--- src/rtl/edge_irq_pkg.sv ---
package edge_irq_pkg;

  typedef enum logic [1:0] {
    CMD_NOP  = 2'b00,
    CMD_MASK = 2'b01,
    CMD_BASE = 2'b10,
    CMD_EOI  = 2'b11
  } cmd_op_e;

  typedef enum logic {
    ACK_IDLE = 1'b0,
    ACK_VEC  = 1'b1
  } ack_st_e;

endpackage

--- src/rtl/edge_irq_line.sv ---
module edge_irq_line (
  input  logic clk,
  input  logic rst_n,
  input  logic line_i,
  input  logic clr_i,
  output logic req_o
);

  logic line_q, armed_q, req_q;
  logic line_d, armed_d, req_d;
  logic rise, latch;

  always_comb begin
    rise    = line_i & ~line_q;
    latch   = armed_q & rise;
    line_d  = line_i;
    if (armed_q) armed_d = ~latch;
    else         armed_d = ~line_i & ~req_q;
    if (latch)      req_d = 1'b1;
    else if (clr_i) req_d = 1'b0;
    else            req_d = req_q;
  end

  always_ff @(posedge clk or negedge rst_n) begin
    if (!rst_n) begin
      line_q  <= 1'b0;
      armed_q <= 1'b1;
      req_q   <= 1'b0;
    end else begin
      line_q  <= line_d;
      armed_q <= armed_d;
      req_q   <= req_d;
    end
  end

  assign req_o = req_q;

  assert_edge_latches_R1: assert property (@(posedge clk) disable iff (!rst_n)
    (armed_q && line_i && !line_q) |=> req_q);

  assert_req_holds_R2: assert property (@(posedge clk) disable iff (!rst_n)
    (req_q && !clr_i) |=> req_q);

endmodule

--- src/rtl/edge_irq_prio.sv ---
module edge_irq_prio #(
  parameter int N  = 8,
  parameter int LW = 3
) (
  input  logic [N-1:0]  req_i,
  input  logic [N-1:0]  line_i,
  input  logic [N-1:0]  mask_i,
  input  logic [N-1:0]  isr_i,
  output logic          fwd_o,
  output logic [LW-1:0] win_o
);

  logic [N-1:0]  elig;
  logic          found, isr_any;
  logic [LW-1:0] win, top;

  always_comb begin
    elig    = req_i & line_i & ~mask_i;
    found   = 1'b0;
    win     = '0;
    isr_any = 1'b0;
    top     = '0;
    for (int i = N - 1; i >= 0; i--) begin
      if (elig[i]) begin
        found = 1'b1;
        win   = LW'(i);
      end
      if (isr_i[i]) begin
        isr_any = 1'b1;
        top     = LW'(i);
      end
    end
    fwd_o = found && (!isr_any || (win < top));
    win_o = win;
  end

endmodule

--- src/rtl/edge_irq_ack.sv ---
module edge_irq_ack
  import edge_irq_pkg::*;
#(
  parameter int N  = 8,
  parameter int LW = 3,
  parameter int BW = 5
) (
  input  logic           clk,
  input  logic           rst_n,
  input  logic           inta_i,
  input  logic           fwd_i,
  input  logic [LW-1:0]  win_i,
  input  logic [N-1:0]   line_i,
  input  logic [N-1:0]   req_i,
  input  logic           eoi_v_i,
  input  logic [LW-1:0]  eoi_lvl_i,
  input  logic [BW-1:0]  base_i,
  output logic [N-1:0]   clr_o,
  output logic [N-1:0]   isr_o,
  output logic           vec_valid_o,
  output logic [BW+LW-1:0] vec_o
);

  localparam logic [LW-1:0] SPUR = LW'(N - 1);

  ack_st_e          st_q, st_d;
  logic [LW-1:0]    lvl_q, lvl_d;
  logic [N-1:0]     isr_q, isr_d;
  logic             vv_q, vv_d;
  logic [BW+LW-1:0] vec_q, vec_d;
  logic [N-1:0]     set_m, eoi_m;
  logic             step1, step2;

  always_comb begin
    step1 = inta_i && (st_q == ACK_IDLE);
    step2 = inta_i && (st_q == ACK_VEC);
    st_d  = st_q;
    lvl_d = lvl_q;
    clr_o = '0;
    set_m = '0;
    eoi_m = '0;
    if (step1) begin
      st_d = ACK_VEC;
      if (fwd_i) begin
        clr_o[win_i] = 1'b1;
        set_m[win_i] = 1'b1;
        lvl_d        = win_i;
      end else begin
        clr_o = req_i & ~line_i;
        lvl_d = SPUR;
      end
    end
    if (step2) st_d = ACK_IDLE;
    if (eoi_v_i) eoi_m[eoi_lvl_i] = 1'b1;
    isr_d = (isr_q & ~eoi_m) | set_m;
    vv_d  = step2;
    vec_d = step2 ? {base_i, lvl_q} : vec_q;
  end

  always_ff @(posedge clk or negedge rst_n) begin
    if (!rst_n) begin
      st_q  <= ACK_IDLE;
      lvl_q <= '0;
      isr_q <= '0;
      vv_q  <= 1'b0;
      vec_q <= '0;
    end else begin
      st_q  <= st_d;
      lvl_q <= lvl_d;
      isr_q <= isr_d;
      vv_q  <= vv_d;
      vec_q <= vec_d;
    end
  end

  assign isr_o       = isr_q;
  assign vec_valid_o = vv_q;
  assign vec_o       = vec_q;

  assert_single_isr_set_R3: assert property (@(posedge clk) disable iff (!rst_n)
    $onehot0(isr_q & ~$past(isr_q)));

  assert_vec_pulse_R3: assert property (@(posedge clk) disable iff (!rst_n)
    vec_valid_o |=> !vec_valid_o);

  assert_eoi_clears_R6: assert property (@(posedge clk) disable iff (!rst_n)
    (eoi_v_i && !step1) |=> !isr_q[$past(eoi_lvl_i)]);

  assert_spurious_no_isr_R8: assert property (@(posedge clk) disable iff (!rst_n)
    (step1 && !fwd_i && !eoi_v_i) |=> (isr_q == $past(isr_q)));

endmodule

--- src/rtl/edge_irq_ctrl.sv ---
module edge_irq_ctrl
  import edge_irq_pkg::*;
#(
  parameter int N  = 8,
  parameter int BW = 5
) (
  input  logic                     clk,
  input  logic                     rst_n,
  input  logic [N-1:0]             irq_i,
  input  logic                     inta_i,
  input  logic                     cmd_valid_i,
  input  logic [1:0]               cmd_op_i,
  input  logic [N-1:0]             cmd_data_i,
  output logic                     int_o,
  output logic                     vec_valid_o,
  output logic [BW+$clog2(N)-1:0]  vec_o
);

  localparam int LW = $clog2(N);

  logic          rs1_q, rs2_q, rst_sync_n;
  logic [N-1:0]  mask_q, mask_d;
  logic [BW-1:0] base_q, base_d;
  logic [N-1:0]  req, clr, isr;
  logic          fwd;
  logic [LW-1:0] win;
  logic          eoi_v;
  cmd_op_e       op;

  always_ff @(posedge clk or negedge rst_n) begin
    if (!rst_n) begin
      rs1_q <= 1'b0;
      rs2_q <= 1'b0;
    end else begin
      rs1_q <= 1'b1;
      rs2_q <= rs1_q;
    end
  end
  assign rst_sync_n = rs2_q;

  always_comb begin
    op     = cmd_op_e'(cmd_op_i);
    mask_d = mask_q;
    base_d = base_q;
    eoi_v  = 1'b0;
    if (cmd_valid_i) begin
      case (op)
        CMD_MASK: mask_d = cmd_data_i;
        CMD_BASE: base_d = cmd_data_i[BW-1:0];
        CMD_EOI:  eoi_v  = 1'b1;
        default:  ;
      endcase
    end
  end

  always_ff @(posedge clk or negedge rst_sync_n) begin
    if (!rst_sync_n) begin
      mask_q <= '0;
      base_q <= '0;
    end else begin
      mask_q <= mask_d;
      base_q <= base_d;
    end
  end

  for (genvar g = 0; g < N; g++) begin : g_line
    edge_irq_line u_line (
      .clk    (clk),
      .rst_n  (rst_sync_n),
      .line_i (irq_i[g]),
      .clr_i  (clr[g]),
      .req_o  (req[g])
    );
  end

  edge_irq_prio #(.N(N), .LW(LW)) u_prio (
    .req_i  (req),
    .line_i (irq_i),
    .mask_i (mask_q),
    .isr_i  (isr),
    .fwd_o  (fwd),
    .win_o  (win)
  );

  edge_irq_ack #(.N(N), .LW(LW), .BW(BW)) u_ack (
    .clk         (clk),
    .rst_n       (rst_sync_n),
    .inta_i      (inta_i),
    .fwd_i       (fwd),
    .win_i       (win),
    .line_i      (irq_i),
    .req_i       (req),
    .eoi_v_i     (eoi_v),
    .eoi_lvl_i   (cmd_data_i[LW-1:0]),
    .base_i      (base_q),
    .clr_o       (clr),
    .isr_o       (isr),
    .vec_valid_o (vec_valid_o),
    .vec_o       (vec_o)
  );

  assign int_o = fwd;

  assert_mask_blocks_R7: assert property (@(posedge clk) disable iff (!rst_sync_n)
    int_o |-> |(req & irq_i & ~mask_q));

  assert_int_drops_after_step_R3: assert property (@(posedge clk) disable iff (!rst_sync_n)
    (int_o && inta_i && !vec_valid_o && $stable(irq_i)) |-> ##1 (isr != '0));

endmodule

--- config.mk ---
export PLATFORM = sky130hd
export DESIGN_NAME = edge_irq_ctrl
export DESIGN_NICKNAME = d
export VERILOG_FILES = /design/src/rtl/edge_irq_pkg.sv /design/src/rtl/edge_irq_line.sv /design/src/rtl/edge_irq_prio.sv /design/src/rtl/edge_irq_ack.sv /design/src/rtl/edge_irq_ctrl.sv
export SDC_FILE = /design/constraint.sdc
export NUM_CORES = 1
export LEC_CHECK = 0
export CAP_MARGIN = 25
export CORE_ASPECT_RATIO = 0.75
export CORE_UTILIZATION = 55
export DETAILED_ROUTE_END_ITERATION = 8
export PLACE_DENSITY_LB_ADDON = 0.2
export SYNTH_ARGS = -nofsm -noshare
export SYNTH_HDL_FRONTEND = slang
export SYNTH_SLANG_ARGS = --single-unit
--- constraint.sdc ---
create_clock -name clk -period 3.9 [get_ports clk]
set_input_delay 0.78 -clock clk [delete_from_list [all_inputs] [get_ports clk]]
set_output_delay 0.78 -clock clk [all_outputs]
set_load 0.02 [all_outputs]
==> impl_metrics.toml <==
[route]
wl_um = 5650
dr.pass1.iters = 5
drt-vias-per-instance = 5.71
drc_errors = 0
detail-route-antenna-nets = 0
vias = 2016
wire_per_inst_um = 16.0
first_iter_violations = 180

[logic_synthesis]
synth-seq-cells = 60
yosys_warnings = 0
syn_area_per_cell_um2 = 11.7
ys_seq_area_share_pct = 56.6
ys_async_sr_fraction_pct = 100
ys_types = 42
synthTopCellsByCount = "dfrtp_1 (52), mux2_2 (21), nand2_1 (18), o21ai_0 (18), nand3b_1 (15)"
synth_cells = 229
synth_top_area_cell = "dfrtp_1"
synth_area_um2 = 2670
synth_top_area_share_pct = 48.8
synth_most_common_cell = "dfrtp_1"
ys_top_cells_by_area = "dfrtp_1 (49%), mux2_2 (8.9%), dfstp_2 (7.9%), nand3b_1 (4.2%), o21ai_0 (3.4%)"
synth_nets = 253
synth_edf_count = 0
synth_ff_type = "dfrtp_1"

[layout]
layout-drive-gt1-share_pct = 26.7
synthToLayoutAreaGrowth_pct = 27.6
design_area_um2 = 3410
fin_nets = 315
antenna_cells = 0
fin_cells = 353

[power_and_ir_drop]
p_clk_share_pct = 20.0
p_sw_w = 0.000972
share_comb_of_total_power_pct = 42.7
leakagePower_nw = 1.44
swShare_pct = 35.7
internal_power_w = 0.00175
power_frac_seq_pct = 37.3
ir_drop_v = 0.000465
cellPowerDensity_nw_per_um2 = 798
power.total_w = 0.00272

[critical_path]
timing.rr.end = "g_line[4].u_line.req_o"
cp.arrival_ps = 2990
worstSetupPathType = "in2out"
r2r_start = "u_ack.isr_o[3]"
start_kind = "input pin"
end_kind = "output pin"
rrSetupSlack_ps = 1080
cp_max_fo = 5
r2r.worst_path.cells = 9
crit_required_ps = 3120

[clock_network]
clkTransAtPathRegs_ps = 60
cts_sinks = 60
clkLatencyLatePin_ps = 340
ctsHtreeMaxLevel = 3
cts_setup_buffers = 0
root_buffer = "clkbuf_8"
numCtsBuffers = 9
cts_buffer_depth = 2
hold_buffers = 0
cts_tree = "yes"

[timing]
layout_min_cycle_time_ps = 3770
hold_ws_ps = 351
final_hold_viol_count = 0
relSlewSlack_pct = 52.3
finalCritPeriodShare_pct = 96.6
maxSlewViolCount = 0
skew_ps = 4.56
fmax_mhz = 265
tightestPinTransition_ps = 715
setup_violations = 0
grt_setup_unrepaired = "no"

[placement]
port_buffers = 31
placed_cell_area_um2 = 3210
post-dp-hpwl_um = 4090
place_congestion = 0.851
place_inst = 337

[floorplanning]
fp.dieH_um = 62.3
rows = 21
start_util_pct = 58.4
die_area_um2 = 5140
die_w_um = 82.4
io_pins = 32
core_um2 = 4570

[hold_path]
min-delay-start = "rs1_q"
whs_endpoint = "rs2_q"
min_path_cells = 0
hold_class = "reg2reg"

[global_route]
grt.total_usage_pct = 26.3
grt_pass1_wl_um = 9740
overflow = 0
antenna_found_initial = 0
grt_start_max_net_pins = 59
grt_pass1_vias = 2135

[run_status]
status = "finished, final reports clean"

[job]
cap_violations = 0
==> power by group through the flow <==
stage          combinational, W  sequential, W  clock [W]
3_3_place_gp            0.00112        0.00101          0
3_5_place_dp            0.00116        0.00102          0
4_1_cts                 0.00117        0.00101   0.000555
2_1_floorplan          0.000680        0.00103          0
6_report                0.00116        0.00101   0.000543
5_1_grt                 0.00126        0.00104   0.000585
==> metal layers <==
metal | share of wire (%) | wire length, µm | global-route usage [%]
met5 | 0 | 0 | 0
met4 | 0.76 | 43 | 10.3
met1 | 47 | 2660 | 35.9
met2 | 46 | 2600 | 38.4
met3 | 6.1 | 345 | 8.82
==> cells in the final DEF, fill, tap and decap left out, types with 9 or more instances in the layout <==
master / instances
nand2_1: 18
buf_4: 21
nor2b_1: 9
mux2_2: 21
clkbuf_8: 10
nor2_1: 9
a21oi_1: 10
inv_1: 10
o21ai_0: 17
dfrtp_1: 51
nand3b_1: 15
clkdlybuf4s50_1: 30
==> stage by stage <==
step	TNS, ps	util [%]	setup slack [ps]
after floorplan	0	-	650
after global placement	-291	70.1	-291
after detailed placement	-430	70.1	-430
after CTS	0	74.6	5.74
after global routing	0	74.5	20.4
final	0	74.5	133
==> state kept, by name, indices dropped and copies added, names as in the netlist <==
register / cells
u_ack.vec_valid_o: 1
u_ack.vec_o: 8
g_line.u_line.req_o: 8
g_line.u_line.armed_q: 8
mask_q: 8
g_line.u_line.line_q: 8
u_ack.isr_o: 8
base_q: 5
rs2_q: 1
rs1_q: 1
u_ack.lvl_q: 3
u_ack.st_q: 1
==> area by class of cell <==
cell class	count	area, µm²
clock inverter	5	52.6
clock buffer	11	141
timing repair buffer	52	463
tap	57	71.3
inverter	10	37.5
multi-input combinational	158	1130
sequential	60	1510
fill	334	1170
==> logic make-up (layout without fill, tap and decap cells) <==
family          after synthesis  in the layout  share of synthesized area (%)
mux                          21             21                           8.86
flops                        60             60                           56.6
compound gates               60             60                           15.4
xor+xnor                      1              1                          0.328
other cells                   1              1                          0.141
fa+ha+maj                     2              2                          0.937
buf+inv                      11             78                           1.55
simple gates                 73             73                           16.1
==> critical path, stage by stage <==
cell	delay, ps
clkdlybuf4s50_1	490
nand3b_1	180
nand2_1	100
nor2_1	160
nor2_1	70
ha_1	320
a211oi_2	280
o21ai_1	150
o21bai_4	160
and2_2	150
clkbuf_2	160
==> timing repair <==
| item | CTS | global route |
|---|---|---|
| endpoints found under the setup margin | 1 | 1 |
| pin swaps | 0 | 1 |
| cloned | 0 | 0 |
| endpoints found under the hold margin | 0 | 0 |
| resized for setup | 5 | 1 |
==> worst max path at each step <==
stage	from	endpoint	slack, ps
5_1_grt	irq_i[5]	int_o	20
4_1_cts	irq_i[5]	int_o	6
3_3_place_gp	irq_i[6]	int_o	-290
3_5_place_dp	irq_i[5]	int_o	-430
6_report	irq_i[5]	int_o	130
2_1_floorplan	irq_i[6]	int_o	650
Note: power is estimated with default switching activity, not from simulation.
